===== src/rtl/adc_svc_pkg.sv =====
package adc_svc_pkg;
  localparam int NCONV = 2;
  typedef logic [NCONV-1:0] conv_vec_t;

  function automatic conv_vec_t sel_to_vec(input logic s);
    return s ? conv_vec_t'(2'b10) : conv_vec_t'(2'b01);
  endfunction
endpackage


===== src/rtl/adc_svc_rst_sync.sv =====
module adc_svc_rst_sync (
  input  logic clk,
  input  logic arst_n,
  output logic srst_n
);
  logic s1_q, s2_q;

  always_ff @(posedge clk or negedge arst_n) begin
    if (!arst_n) begin
      s1_q <= 1'b0;
      s2_q <= 1'b0;
    end else begin
      s1_q <= 1'b1;
      s2_q <= s1_q;
    end
  end

  assign srst_n = s2_q;
endmodule


===== src/rtl/adc_svc_ticker.sv =====
module adc_svc_ticker #(
  parameter int PER_W = 8
) (
  input  logic             clk,
  input  logic             rst_n,
  input  logic [PER_W-1:0] period_cfg,
  output logic             tick
);
  localparam logic [PER_W-1:0] MIN_PER = PER_W'(2);

  logic [PER_W-1:0] cnt_q, cnt_nxt, lim;

  always_comb begin
    lim     = (period_cfg < MIN_PER) ? (MIN_PER - PER_W'(1)) : (period_cfg - PER_W'(1));
    tick    = (cnt_q >= lim);
    cnt_nxt = tick ? '0 : cnt_q + PER_W'(1);
  end

  always_ff @(posedge clk or negedge rst_n) begin
    if (!rst_n) cnt_q <= '0;
    else        cnt_q <= cnt_nxt;
  end
endmodule


===== src/rtl/adc_svc_track.sv =====
module adc_svc_track (
  input  logic clk,
  input  logic rst_n,
  input  logic launch_i,
  input  logic done_i,
  output logic pend_o,
  output logic ready_o
);
  logic seen_q, seen_nxt, pend_q, pend_nxt;

  always_comb begin
    seen_nxt = launch_i ? 1'b0 : (seen_q | done_i);
    pend_nxt = pend_q | launch_i;
  end

  always_ff @(posedge clk or negedge rst_n) begin
    if (!rst_n) begin
      seen_q <= 1'b0;
      pend_q <= 1'b0;
    end else begin
      seen_q <= seen_nxt;
      pend_q <= pend_nxt;
    end
  end

  assign pend_o  = pend_q;
  assign ready_o = seen_q | done_i;
endmodule


===== src/rtl/adc_svc_seq.sv =====
module adc_svc_seq
  import adc_svc_pkg::*;
#(
  parameter int DATA_W = 12,
  parameter int PER_W  = 8
) (
  input  logic              clk,
  input  logic              rst_n,
  input  logic [PER_W-1:0]  period_cfg,
  input  logic              dual_en,
  input  logic [1:0]        cv_done,
  input  logic [DATA_W-1:0] cv_res0,
  input  logic [DATA_W-1:0] cv_res1,
  output logic [1:0]        cv_start,
  output logic [1:0]        cv_read,
  output logic              smp_valid,
  output logic              smp_chan,
  output logic [DATA_W-1:0] smp_data,
  output logic              overrun
);
  logic srst_n, tick;
  logic [DATA_W-1:0] res_arr [NCONV];
  conv_vec_t pend, ready, launch, sel_vec;

  logic      stage_q, stage_nxt;
  logic      sel_q, sel_nxt;
  conv_vec_t rd_q, rd_nxt, st_q, st_nxt;
  logic      val_q, val_nxt, chan_q, chan_nxt, ovr_q, ovr_nxt;
  logic [DATA_W-1:0] data_q, data_nxt;
  logic      data_en;

  assign res_arr[0] = cv_res0;
  assign res_arr[1] = cv_res1;

  adc_svc_rst_sync u_rst (.clk(clk), .arst_n(rst_n), .srst_n(srst_n));

  adc_svc_ticker #(.PER_W(PER_W)) u_tick (
    .clk(clk), .rst_n(srst_n), .period_cfg(period_cfg), .tick(tick)
  );

  for (genvar g = 0; g < NCONV; g++) begin : g_trk
    adc_svc_track u_trk (
      .clk(clk), .rst_n(srst_n), .launch_i(launch[g]), .done_i(cv_done[g]),
      .pend_o(pend[g]), .ready_o(ready[g])
    );
  end

  always_comb begin
    sel_vec   = sel_to_vec(sel_q);
    launch    = stage_q ? sel_vec : '0;
    stage_nxt = tick;
    rd_nxt    = tick ? (sel_vec & pend) : '0;
    data_en   = stage_q;
    data_nxt  = res_arr[sel_q];
    val_nxt   = 1'b0;
    st_nxt    = '0;
    chan_nxt  = chan_q;
    ovr_nxt   = ovr_q;
    sel_nxt   = sel_q;
    if (stage_q) begin
      val_nxt  = |rd_q;
      st_nxt   = sel_vec;
      chan_nxt = sel_q;
      ovr_nxt  = ovr_q | (|(rd_q & ~ready));
      sel_nxt  = dual_en & ~sel_q;
    end
  end

  always_ff @(posedge clk or negedge srst_n) begin
    if (!srst_n) begin
      stage_q <= 1'b0;
      sel_q   <= 1'b0;
      rd_q    <= '0;
      st_q    <= '0;
      val_q   <= 1'b0;
      chan_q  <= 1'b0;
      ovr_q   <= 1'b0;
    end else begin
      stage_q <= stage_nxt;
      sel_q   <= sel_nxt;
      rd_q    <= rd_nxt;
      st_q    <= st_nxt;
      val_q   <= val_nxt;
      chan_q  <= chan_nxt;
      ovr_q   <= ovr_nxt;
    end
  end

  always_ff @(posedge clk or negedge srst_n) begin
    if (!srst_n)      data_q <= '0;
    else if (data_en) data_q <= data_nxt;
  end

  assign cv_start  = st_q;
  assign cv_read   = rd_q;
  assign smp_valid = val_q;
  assign smp_chan  = chan_q;
  assign smp_data  = data_q;
  assign overrun   = ovr_q;
endmodule


===== config.mk =====
export PLATFORM = sky130hd
export DESIGN_NAME = adc_svc_seq
export DESIGN_NICKNAME = d
export VERILOG_FILES = /design/src/rtl/adc_svc_pkg.sv /design/src/rtl/adc_svc_rst_sync.sv /design/src/rtl/adc_svc_ticker.sv /design/src/rtl/adc_svc_track.sv /design/src/rtl/adc_svc_seq.sv
export SDC_FILE = /design/constraint.sdc
export NUM_CORES = 1
export LEC_CHECK = 0
export BUFFER_PORTS_ARGS = -buffer_cell sky130_fd_sc_hd__buf_2
export CORE_ASPECT_RATIO = 1.75
export CORE_MARGIN = 1
export CORE_UTILIZATION = 30
export DETAILED_ROUTE_END_ITERATION = 12
export MAX_ROUTING_LAYER = met4
export PLACE_DENSITY = 0.61
export SYNTH_ARGS = -nofsm -noshare
export SYNTH_HDL_FRONTEND = slang
export SYNTH_SLANG_ARGS = --single-unit

===== constraint.sdc =====
create_clock -name clk -period 2.1 [get_ports clk]
set_input_delay 0.315 -clock clk [delete_from_list [all_inputs] [get_ports clk]]
set_output_delay 0.315 -clock clk [all_outputs]
set_load 0.02 [all_outputs]

# Word level (Yosys, flattened, before mapping)
# Index checks and enable logic that the tools add are counted.
[totals]
reg_bits = 35
latch_bits = 0
ram_bits = 0
romBits = 0
in_bits = 37
output_inout_bits = 19
word_cells = 44
memories = 0
[classes]
n_addsub = 2
mul = 0
n_div = 0
order_cmp = 3
eq_ne = 0
n_shift = 0
muxes = 11
bitwise = 11
n_reduce_logical = 2
[op_table]
columns = ["cell", "count"]
rows = [
  ["$mux W12", 3],
  ["$mux W8", 2],
  ["$add A8 B1 Y8 const B", 1],
  ["$ge A8 B8 Y1", 1],
  ["$lt A8 B2 Y1 const B", 1],
  ["$sub A8 B1 Y8 const B", 1],
  ["$mux W2", 3],
  ["$or A1 B1 Y1", 5],
  ["$and A2 B2 Y2", 2],
  ["$reduce_or A2 Y1", 2],
  ["$mux W1", 3],
  ["$ge A2 B2 Y1 const B", 1],
  ["$not A1 Y2", 1],
  ["$not A2 Y2", 1],
  ["$and A1 B1 Y1", 1],
  ["$not A1 Y1", 1],
]

# Depth between registers and ports, before layout
# Gate-level depths: netlist of run 1.
[depth]
ltp_word = 5
depth_mapped = 11

# Cells and area by module
# A second synthesis of run 1 with hierarchy kept.
[hier_totals]
cells_unflattened = 160
area_unflattened_um2 = 1726.7
[modules_own_cells]
columns = ["mod", "n_inst", "cells_each", "area_each_um2", "seq_area_each_um2"]
rows = [
  ["adc_svc_seq", 1, 75, 880.8, 525.5],
  ["adc_svc_ticker", 1, 72, 646.9, 200.2],
  ["adc_svc_track", 2, 5, 72.6, 50.0],
  ["adc_svc_rst_sync", 1, 3, 53.8, 50.0],
]

# Worst setup path before layout of run 1
# OpenSTA, ideal clock, no wires.
[synth_path]
path_kind = "input to register"
start = "input period_cfg[2]"
end = "register rd_q[0], in the netlist cv_read[0]"
arrival_ns = 2.716
slack_ns = -0.735
cell_stages = 11
cell_sequence = "or3_4 or3_1 or3_1 buf_6 nand2_1 ha_1 nand2b_1 a2111oi_0 o31ai_1 clkbuf_1 and3_1"
[synth_between]
elab_chain_len = 4
elab_cells_between_ends = 5
cone_classes = "add/sub: 1; order compare: 2; mux: 2"
[synth_rtl]
columns = ["element", "line_no", "rtl"]
rows = [
  ["start: declaration", "adc_svc_seq.sv:9", "input logic [PER_W-1:0] period_cfg,"],
  ["$sub A8 B1 Y8 / $lt A8 B2 Y1 (equally long branches)", "adc_svc_ticker.sv:14", "lim = (period_cfg < MIN_PER) ? (MIN_PER - PER_W'(1)) : (period_cfg - PER_W'(1));"],
  ["$mux W8 *", "adc_svc_ticker.sv:14", ""],
  ["$ge A8 B8 Y1 *", "adc_svc_ticker.sv:15", "tick = (cnt_q >= lim);"],
  ["named net stage_nxt", "adc_svc_seq.sv:25", "logic stage_q, stage_nxt;"],
  ["$mux W2 *", "adc_svc_seq.sv:52", "rd_nxt = tick ? (sel_vec & pend) : '0;"],
  ["named net rd_nxt[0]", "adc_svc_seq.sv:27", "conv_vec_t rd_q, rd_nxt, st_q, st_nxt;"],
  ["end signal: assignment", "adc_svc_seq.sv:81", "rd_q <= rd_nxt;"],
  ["end: declaration", "adc_svc_seq.sv:27", ""],
]
# The timed path passes the listed nets; every way through them passes the cells marked *.
# A chain may end at the register's enable or synchronous reset.

# Final worst setup path of run 1
[layout_path]
start = "input period_cfg[2]"
end = "register rd_q[1], in the netlist cv_read[1]"
[layout_between]
elab_chain_len = 4
elab_cells_between_ends = 5
cone_classes = "add/sub: 1; order compare: 2; mux: 2"
[layout_rtl]
columns = ["element", "line_no"]
rows = [
  ["$sub A8 B1 Y8 / $lt A8 B2 Y1 (equally long branches)", "adc_svc_ticker.sv:14"],
  ["$mux W8 *", "adc_svc_ticker.sv:14"],
  ["$ge A8 B8 Y1 *", "adc_svc_ticker.sv:15"],
  ["$mux W2 *", "adc_svc_seq.sv:52"],
  ["named net rd_nxt[1]", "adc_svc_seq.sv:27"],
]
# Marks and branches as above.

==> results of run 1 <==
==> registers in the layout (all words and copies together) (netlist names), 2 cells and up <==
| signal | flops |
|---|---|
| cv_read | 2 |
| g_trk.u_trk.pend_o | 2 |
| g_trk.u_trk.seen_q | 2 |
| cv_start | 2 |
| u_tick.cnt_q | 8 |
| smp_data | 12 |
==> layer usage <==
metal / global-route usage (%) / wire [um] / up-vias
met1: 13.9 / 1350 / 639
met4: 6.59 / 82 / 0
li1: - / - / 699
met2: 25.6 / 2020 / 37
met3: 2.30 / 100 / 6
met5: - / 0 / -
==> where the power goes <==
group	internal (uW)	leakage [uW]	switching [uW]
clock network	390	0.0000618	242
logic	539	0.000720	590
registers	909	0.000415	214
==> worst paths after layout <==
| check | startpoint | end | depth (start not counted) |
|---|---|---|---|
| setup / recovery | period_cfg[2] | cv_read[1]$_DFF_PN0_ | 11 |
| hold / removal | u_rst.srst_n$_DFF_PN0_ | smp_data[10]$_DFFE_PN0P_ | 0 |
| setup reg to reg | u_tick.cnt_q[0]$_DFF_PN0_ | cv_read[1]$_DFF_PN0_ | 7 |
| hold reg to reg | u_rst.srst_n$_DFF_PN0_ | smp_data[10]$_DFFE_PN0P_ | 0 |
| max in group asynchronous | u_rst.srst_n$_DFF_PN0_ | u_tick.cnt_q[2]$_DFF_PN0_ | 1 |
| min in group clk | dual_en | sel_q$_DFFE_PN0P_ | 3 |
==> stage by stage <==
stage / area [um^2] / hold WS (ns)
2_1_floorplan: 1730 / 0.0194
3_3_place_gp: 2190 / 0.100
3_5_place_dp: 2190 / 0.103
4_1_cts: 2440 / 0.237
5_1_grt: 2440 / 0.262
6_report: 2440 / 0.215
==> layout by cell type (no fill, tap or decap), types with 5 or more instances in the layout <==
cell | netlist | routed
buf_4 | 0 | 13
nor2_1 | 29 | 25
a21oi_1 | 14 | 13
nand2_1 | 9 | 5
ha_1 | 10 | 6
xor2_1 | 7 | 7
dfrtp_1 | 35 | 35
inv_1 | 5 | 5
mux2i_1 | 13 | 13
buf_2 | 1 | 55
clkbuf_8 | 0 | 6
==> area by class of cell <==
cell class,count,share of cell area [%]
inverter,5,0.768
tap,74,3.79
timing repair buffer,73,17.9
multi-input combinational,116,36.8
sequential,35,35.8
clock buffer,6,3.38
clock inverter,2,1.59
==> what timing repair did <==
action                                  4_1_cts  5_1_grt
endpoints found under the setup margin       11       11
hold buffers                                  1        0
gates resized for setup                      24        1
pin swaps                                     9        0
cloned                                        1        0
hold endpoints to repair                      2        0
==> kinds of logic after synthesis <==
kind of cell	synth area share, %
xor+xnor	5.17
fa+ha+maj	7.39
buf+inv	3.18
other cells	0.222
compound gates	8.13
mux	8.35
simple gates	15.8
flops	51.7
==> results_dict.tcl, run 1 <==
set metrics [dict create \
    status "finished with violations" \
    violations "setup timing" \
    slew_headroom_pct 64.9 \
    htree_levels 2 \
    final-seq-area_um2 876 \
    via_count 1381 \
    fp.coreArea_um2 5340 \
    fin_ws_ns -0.349 \
    portBuffers 55 \
    grt.total_usage_pct 14.0 \
    yosys_warnings 0 \
    grt_pass1_wl_um 6110 \
    synth-main-ff-cell "dfrtp_1" \
    std_cell_rows 35 \
    synth_seq_area_share_pct 51.7 \
    period_share_pct 117 \
    placed_cells 301 \
    cp_num_buf_inv 2 \
    cp.required_ns 2.28 \
    hp-class "reg2async" \
    drtPass1Iterations 3 \
    skew_ns 0.00693 \
    cts_tree "yes" \
    rsz0062_at_grt "true" \
    crit_family "simple AND/OR/NAND/NOR gates" \
    path_class "in2reg" \
    crit_top_cell "or3_4" \
    vias_per_cell 4.44 \
    antenna_found_initial 0 \
    synth.distinct_cells 32 \
    reg2reg_setup_slack_ns 0.40 \
    setup_violations 11 \
    clock_path_buffers 2 \
    finalHoldViolations 0 \
    synth-edff-count 0 \
    multi_input_area_um2 898 \
    setup.worst_path.start_class "input pin" \
    power.total_uw 2880 \
    grt_pass1_vias 1453 \
    grt_start_max_net_pins 23 \
    cts_root_buf "clkbuf_8" \
    synth_most_common_cell "dfrtp_1" \
    wl_um 3560 \
    clkSinkCount 35 \
    finalNetCount 283 \
    synth_fp_nets 210 \
    post-route-util_pct 45.7 \
    clkSlewWorstSetupHoldPaths_ns 0.07 \
    instances_no_fill 311 \
    areaGrowthSynthToFinish_pct 44.3 \
    synth.avg_cell_area_um2 10.4 \
    critPathMaxFanout 5 \
    globalplace.congestion 0.728 \
    post-route-min-period_ns 2.45 \
    drc_errors 0 \
    yosys.area.top_type "dfrtp_1" \
    synth_top_area_share_pct 51.7 \
    power.density_nw_per_um2 1180 \
    post_cts.repair.setup_buffers 0 \
    setup_tns_ns -3.12 \
    grt_overflow_total 0 \
    cp_slowest_stage_delay_ns 0.38 \
    insertion_delay_ns 0.28 \
    die_w_um 58.8 \
    synthArstFlopShare_pct 100 \
    postSynthCellCount 163 \
    cts_buffers 5 \
    routedWlPerCell_um 11.4 \
    dieArea_um2 5960 \
    fillers 567 \
    ir_drop_uv 689 \
    worst_pin_slew_ns 0.527 \
    drive_gt1_share_pct 43.9 \
    maxCapViolations 0 \
    pre_cts_slack_ns -0.808 \
    synthTopCellsByArea "dfrtp_1 52%, mux2i_1 7.7%, ha_1 7.4%" \
    io_pins 56 \
    crit_chain "buf_6 > or3_4 > or3_4 > or3_4 > nand2_4 > ha_4 > nand2b_4 > a2111oi_4 > o31ai_2 > buf_4 > and3_1" \
    antenna_left 0 \
    syn_area_um2 1690 \
    p_leak_uw 0.00120 \
    crit_path_top_delay_cell "or3_4" \
    drt-initial-drc-count 16 \
    dp_hpwl_um 2720 \
    die_y_um 101 \
    antenna_cells 0 \
    arrival_ns 2.63 \
    finalMaxSlewViolations 0 \
    max_freq_ghz 0.408 \
    crit_path_end_kind "register" \
    ys_ff_latch 35 \
    initial_core_util_pct 31.7 \
    synth_common_cells "35 x dfrtp_1, 29 x nor2_1, 14 x a21oi_1, 13 x mux2i_1, 10 x ha_1" \
]
Power figures use the tool's default switching activity.
==> run 2, diff against run 1 <==
--- a/config.mk
+++ b/config.mk
@@ -8,10 +8,11 @@
 export BUFFER_PORTS_ARGS = -buffer_cell sky130_fd_sc_hd__buf_2
 export CORE_ASPECT_RATIO = 1.75
 export CORE_MARGIN = 1
-export CORE_UTILIZATION = 30
+export CORE_UTILIZATION = 45
+export CTS_BUF_LIST = sky130_fd_sc_hd__clkbuf_8 sky130_fd_sc_hd__clkbuf_16
 export DETAILED_ROUTE_END_ITERATION = 12
 export MAX_ROUTING_LAYER = met4
-export PLACE_DENSITY = 0.61
+export PLACE_DENSITY = 0.81
 export SYNTH_ARGS = -nofsm -noshare
 export SYNTH_HDL_FRONTEND = slang
 export SYNTH_SLANG_ARGS = --single-unit
==> results_dict.tcl, run 2 (synthesized netlist as in run 1, its figures left out) <==
set metrics [dict create \
    status "finished with violations" \
    violations "setup timing" \
    post-route-util_pct 65.7 \
    rsz0062_at_grt "true" \
    largest_register_ffs 12 \
    initial_core_util_pct 47.1 \
    cp.required_ns 2.31 \
    placed_cells 274 \
    routedWlPerCell_um 12.8 \
    cts_tree "yes" \
    htree_levels 2 \
    drive_gt1_share_pct 42.1 \
    hp-class "in2reg" \
    mostFrequentLayoutCells "53 x buf_2, 35 x dfrtp_1, 25 x nor2_1" \
    clkSinkCount 35 \
    antenna_left 0 \
    grt_start_max_net_pins 34 \
    finalHoldViolations 0 \
    p_comb_share_pct 40.9 \
    drtPass1Iterations 3 \
    cp_slowest_stage_delay_ns 0.39 \
    globalplace.congestion 0.832 \
    crit_top_cell "or3_4" \
    hold-worst-slack_ns 0.237 \
    reg2reg_setup_slack_ns 0.40 \
    path_class "in2reg" \
    die_w_um 48.4 \
    clkSlewWorstSetupHoldPaths_ns 0.07 \
    portBuffers 55 \
    multi_input_area_um2 858 \
    via_count 1436 \
    worstSetupPathDepth 12 \
    max_freq_ghz 0.403 \
    vias_per_cell 5.02 \
    fin_ws_ns -0.381 \
    io_pins 56 \
    grt_pass1_vias 1527 \
    die_y_um 83.1 \
    dp_hpwl_um 2670 \
    clkPwrFrac_pct 18.1 \
    r2r-start "u_tick.cnt_q[0]$_DFF_PN0_" \
    instances_no_fill 286 \
    antenna_cells 0 \
    crit_path_start "period_cfg[2]" \
    wl_um 3660 \
    antenna_found_initial 0 \
    crit_path_top_delay_cell "or3_4" \
    grt.total_usage_pct 20.0 \
    std_cell_rows 29 \
    power_frac_seq_pct 41.0 \
    setup_violations 11 \
    p_leak_uw 0.00120 \
    drt-initial-drc-count 14 \
    cts_root_buf "clkbuf_8" \
    areaGrowthSynthToFinish_pct 39.5 \
    crit_end "u_tick.cnt_q[0]$_DFF_PN0_" \
    r2r-end "u_tick.cnt_q[0]$_DFF_PN0_" \
    fp.coreArea_um2 3590 \
    pre_cts_slack_ns -0.779 \
    power.density_nw_per_um2 1150 \
    cp_num_buf_inv 3 \
    arrival_ns 2.69 \
    period_share_pct 118 \
    clock_path_buffers 2 \
    drc_errors 0 \
    post-route-min-period_ns 2.48 \
    crit_chain "buf_6 > or3_4 > or3_4 > or3_4 > nand2_4 > ha_4 > nand2b_4 > a2111oi_4 > o31ai_1 > buf_4 > buf_6 > nor2_4" \
    layout_commonest_cell "buf_2" \
    switchingPower_uw 1030 \
    r2r_cells 8 \
    dieArea_um2 4020 \
    grt_pass1_wl_um 6130 \
    ir_drop_uv 835 \
    finalNetCount 286 \
    maxCapViolations 0 \
    grt_overflow_total 0 \
    p_int_uw 1700 \
    insertion_delay_ns 0.28 \
    cts_buffers 5 \
    finalMaxSlewViolations 0 \
    crit_family "simple AND/OR/NAND/NOR gates" \
    netSwitchingFraction_pct 37.7 \
    crit_path_end_kind "register" \
    setup.worst_path.start_class "input pin" \
    fillers 279 \
    skew_ns 0.00999 \
    critPathMaxFanout 7 \
    power.total_uw 2720 \
    final-seq-area_um2 876 \
]
[run 2: per-stage QoR]
stage / area (um^2) / setup TNS [ns]
6_report: 2360 / -3.81
3_5_place_dp: 2150 / -7.91
2_1_floorplan: 1730 / -5.92
4_1_cts: 2320 / -3.46
5_1_grt: 2360 / -4.46
3_3_place_gp: 2150 / -7.35
[run 2: final cells by class]
cell class	instances	area share, %
clock inverter	2	0.530
inverter	5	0.795
sequential	35	37.1
tap	46	2.44
clock buffer	6	3.50
timing repair buffer	76	19.3
multi-input combinational	116	36.4
[run 2: worst register-to-register path: stages, from the launching register on]
cell	delay, ns
dfrtp_1	0.43
inv_1	0.12
ha_4	0.20
nand2b_4	0.14
a2111oi_4	0.27
o31ai_1	0.10
buf_4	0.16
buf_6	0.13
nor2_4	0.09
[run 2: what timing repair did]
action	CTS	global route
setup buffers	2	1
pin swaps	8	1
gates resized for setup	12	6
hold endpoints to repair	2	0
cloned	0	0
endpoints found under the setup margin	11	11
hold buffers	1	0
[run 2: worst min path at each step]
stage	from	to	slack [ns]	depth (start not counted)
after floorplan	rst_n	u_rst.s1_q$_DFF_PN0_	0.02	0
after global placement	rst_n	u_rst.s1_q$_DFF_PN0_	0.10	1
after detailed placement	rst_n	u_rst.s1_q$_DFF_PN0_	0.10	1
after CTS	dual_en	sel_q$_DFFE_PN0P_	0.23	3
after global routing	dual_en	sel_q$_DFFE_PN0P_	0.24	3
final	dual_en	sel_q$_DFFE_PN0P_	0.24	3
[run 2: layer usage]
metal  part of all wire (%)  wire length, um  track usage (%)
met5                      0                0                -
met3                    4.0              147             3.11
met1                     36             1320             18.4
met4                    3.6              132             11.0
met2                     56             2060             37.8
[run 2: power by group through the flow]
| stage | logic [uW] | clock network [uW] | registers, uW |
|---|---|---|---|
| 6_report | 1110 | 493 | 1120 |
| 5_1_grt | 1230 | 530 | 1160 |
| 4_1_cts | 1090 | 504 | 1110 |
| 3_5_place_dp | 1050 | 0 | 1110 |
| 3_3_place_gp | 1010 | 0 | 1110 |
| 2_1_floorplan | 602 | 0 | 1220 |
==> run 3, diff against run 2 <==
--- a/config.mk
+++ b/config.mk
@@ -5,6 +5,7 @@
 export SDC_FILE = /design/constraint.sdc
 export NUM_CORES = 1
 export LEC_CHECK = 0
+export ABC_AREA = 1
 export BUFFER_PORTS_ARGS = -buffer_cell sky130_fd_sc_hd__buf_2
 export CORE_ASPECT_RATIO = 1.75
 export CORE_MARGIN = 1
==> results_dict.tcl, run 3 <==
set metrics [dict create \
    status "complete, no violations" \
    synthArstFlopShare_pct 100 \
    finalMaxSlewViolations 0 \
    ir_drop_uv 807 \
    placed_cells 307 \
    dieArea_um2 4180 \
    synth.avg_cell_area_um2 8.48 \
    portBuffers 55 \
    power.density_nw_per_um2 1190 \
    grt_pass1_wl_um 6080 \
    synth-main-ff-cell "dfrtp_1" \
    clkPwrFrac_pct 19.8 \
    postSynthCellCount 208 \
    ys_ff_latch 35 \
    drtPass1Iterations 4 \
    io_pins 56 \
    grt.total_usage_pct 19.3 \
    arrival_ns 1.91 \
    vias_per_cell 4.72 \
    fin_ws_ns 0.360 \
    wl_um 3430 \
    drt-initial-drc-count 20 \
    drc_errors 0 \
    power_frac_seq_pct 41.8 \
    netSwitchingFraction_pct 38.7 \
    cts_buffers 5 \
    std_cell_rows 29 \
    drive_gt1_share_pct 30.4 \
    antenna_left 0 \
    crit_path_end_kind "register" \
    grt.met2_usage_pct 35.4 \
    post-route-min-period_ns 1.74 \
    grt_overflow_total 0 \
    synth_seq_area_share_pct 49.6 \
    initial_core_util_pct 47.7 \
    via_count 1492 \
    fp.coreArea_um2 3700 \
    path_class "in2reg" \
    stdcell_area_um2 2200 \
    met1_usage_pct 19.1 \
    areaGrowthSynthToFinish_pct 24.5 \
    yosys.area.top_type "dfrtp_1" \
    skew_ns 0.00442 \
    cts_tree "yes" \
    synth_top_area_share_pct 49.6 \
    synth-edff-count 0 \
    dp_hpwl_um 2680 \
    pre_cts_slack_ns 0.0664 \
    cp_slowest_stage_delay_ns 0.27 \
    crit_chain "buf_2 > inv_1 > ha_1 > inv_1 > nor2_2 > nand2_1 > a21oi_1 > a21boi_1 > ha_1 > nand2_1 > nor2_1 > nor2_4 > nand2_4 > nor2_1" \
    max_freq_ghz 0.575 \
    power.total_uw 2620 \
    clkSlewWorstSetupHoldPaths_ns 0.06 \
    htree_levels 2 \
    reg2reg_setup_slack_ns 0.68 \
    post_cts.repair.setup_buffers 0 \
    grt_pass1_vias 1490 \
    largest_register_ffs 12 \
    cts_hold_buf 1 \
    syn_area_um2 1760 \
    grt_start_max_net_pins 34 \
    setup_violations 0 \
    die_w_um 49.3 \
    rsz0062_at_grt "false" \
    insertion_delay_ns 0.28 \
    critPathMaxFanout 9 \
    fillers 343 \
    globalplace.congestion 0.773 \
    use_met3_pct 3.41 \
    clock_path_buffers 2 \
    synth_common_cells "67 x nand2_1, 35 x dfrtp_1, 18 x nand3_1, 17 x inv_1, 17 x nor2_1" \
    cts_root_buf "clkbuf_8" \
    synthTopCellsByArea "dfrtp_1 50%, nand2_1 14%, ha_1 7.1%" \
    ctsResizeCount 0 \
    instances_no_fill 316 \
    synth.distinct_cells 25 \
    synth_most_common_cell "nand2_1" \
    setup_tns_ns 0 \
    antenna_found_initial 0 \
    hp-class "in2reg" \
    p_int_uw 1610 \
    maxCapViolations 0 \
    setup.worst_path.start_class "input pin" \
    p_leak_uw 0.00120 \
    switchingPower_uw 1020 \
    busiest_layer "met2" \
    die_y_um 84.8 \
    period_share_pct 82.9 \
    finalNetCount 316 \
    cp.required_ns 2.27 \
    finalHoldViolations 0 \
    place_area_um2 2090 \
    yosys_warnings 0 \
    layout_commonest_cell "nand2_1" \
    antenna_cells 0 \
    routedWlPerCell_um 10.8 \
    p_comb_share_pct 38.4 \
    crit_path_top_delay_cell "ha_1" \
    mostFrequentLayoutCells "67 x nand2_1, 55 x buf_2, 35 x dfrtp_1" \
    synth_fp_nets 255 \
    clkSinkCount 35 \
]
==> run 3: cell count changes after synthesis, sizes merged, moves of 6 or more <==
cell / delta
nand2: +61
nand3: +16
inv: +15
mux2i: -13
a21oi: -6
==> run 3: path summary, 6_finish.rpt <==
path / startpoint / endpoint / depth (start not counted)
max in group asynchronous: u_rst.srst_n$_DFF_PN0_ / smp_data[10]$_DFFE_PN0P_ / 1
min: cv_res0[0] / smp_data[0]$_DFFE_PN0P_ / 3
min in group asynchronous: u_rst.srst_n$_DFF_PN0_ / cv_read[0]$_DFF_PN0_ / 1
max: period_cfg[0] / u_tick.cnt_q[2]$_DFF_PN0_ / 14
max reg2reg: u_tick.cnt_q[3]$_DFF_PN0_ / u_tick.cnt_q[2]$_DFF_PN0_ / 8
min reg2reg: u_rst.srst_n$_DFF_PN0_ / cv_read[0]$_DFF_PN0_ / 1
==> run 3: layout make-up <==
type,instances,area (um^2),area share [%]
Clock inverter,1,3.75,0.171
Clock buffer,7,96.3,4.38
Sequential cell,35,876,39.9
Multi-Input combinational cell,150,796,36.2
Tap cell,46,57.6,2.62
Timing Repair Buffer,57,293,13.3
Inverter,20,75.1,3.42
==> run 3: critical path, delay by kind of cell <==
family / cells / cell delay (ns)
AND/OR/NAND/NOR: 7 / 0.70
adder cells (fa/ha/maj): 2 / 0.44
buffers and inverters: 3 / 0.24
AO/OA/AOI/OAI: 2 / 0.21
==> run 3: kinds of logic (layout without fill, tap and decap cells) <==
| logic type | after synthesis | count (layout) | share of synthesized area [%] |
|---|---|---|---|
| xor gates and xnor gates | 5 | 5 | 2.48 |
| DFF | 35 | 35 | 49.6 |
| AOI/OAI and AO/OA | 14 | 14 | 4.40 |
| other | 1 | 1 | 0.213 |
| adders and majority gates | 10 | 10 | 7.09 |
| and+or+nand+nor | 120 | 120 | 30.9 |
| buffers and inverters | 23 | 85 | 5.25 |
==> run 3: metal layers <==
metal / vias to the layer above / wire, um / share of wire, %
li1: 772 / - / -
met1: 672 / 1320 / 38
met2: 40 / 1900 / 56
met3: 8 / 115 / 3.4
met4: 0 / 89 / 2.6
met5: - / 0 / 0
==> run 3: power by group through the flow <==
stage / clock network (uW) / registers [uW] / logic [uW]
after floorplan: 0 / 1260 / 548
after global placement: 0 / 1100 / 980
after detailed placement: 0 / 1100 / 1030
after CTS: 529 / 1100 / 1030
after global routing: 563 / 1130 / 1140
final: 520 / 1100 / 1010
==> run 3: stage by stage <==
step                      util [%]  hold slack (ns)
after floorplan                  -           0.0194
after global placement        56.4            0.101
after detailed placement      56.4            0.101
after CTS                     59.4            0.231
after global routing          59.4            0.237
final                         59.4            0.238
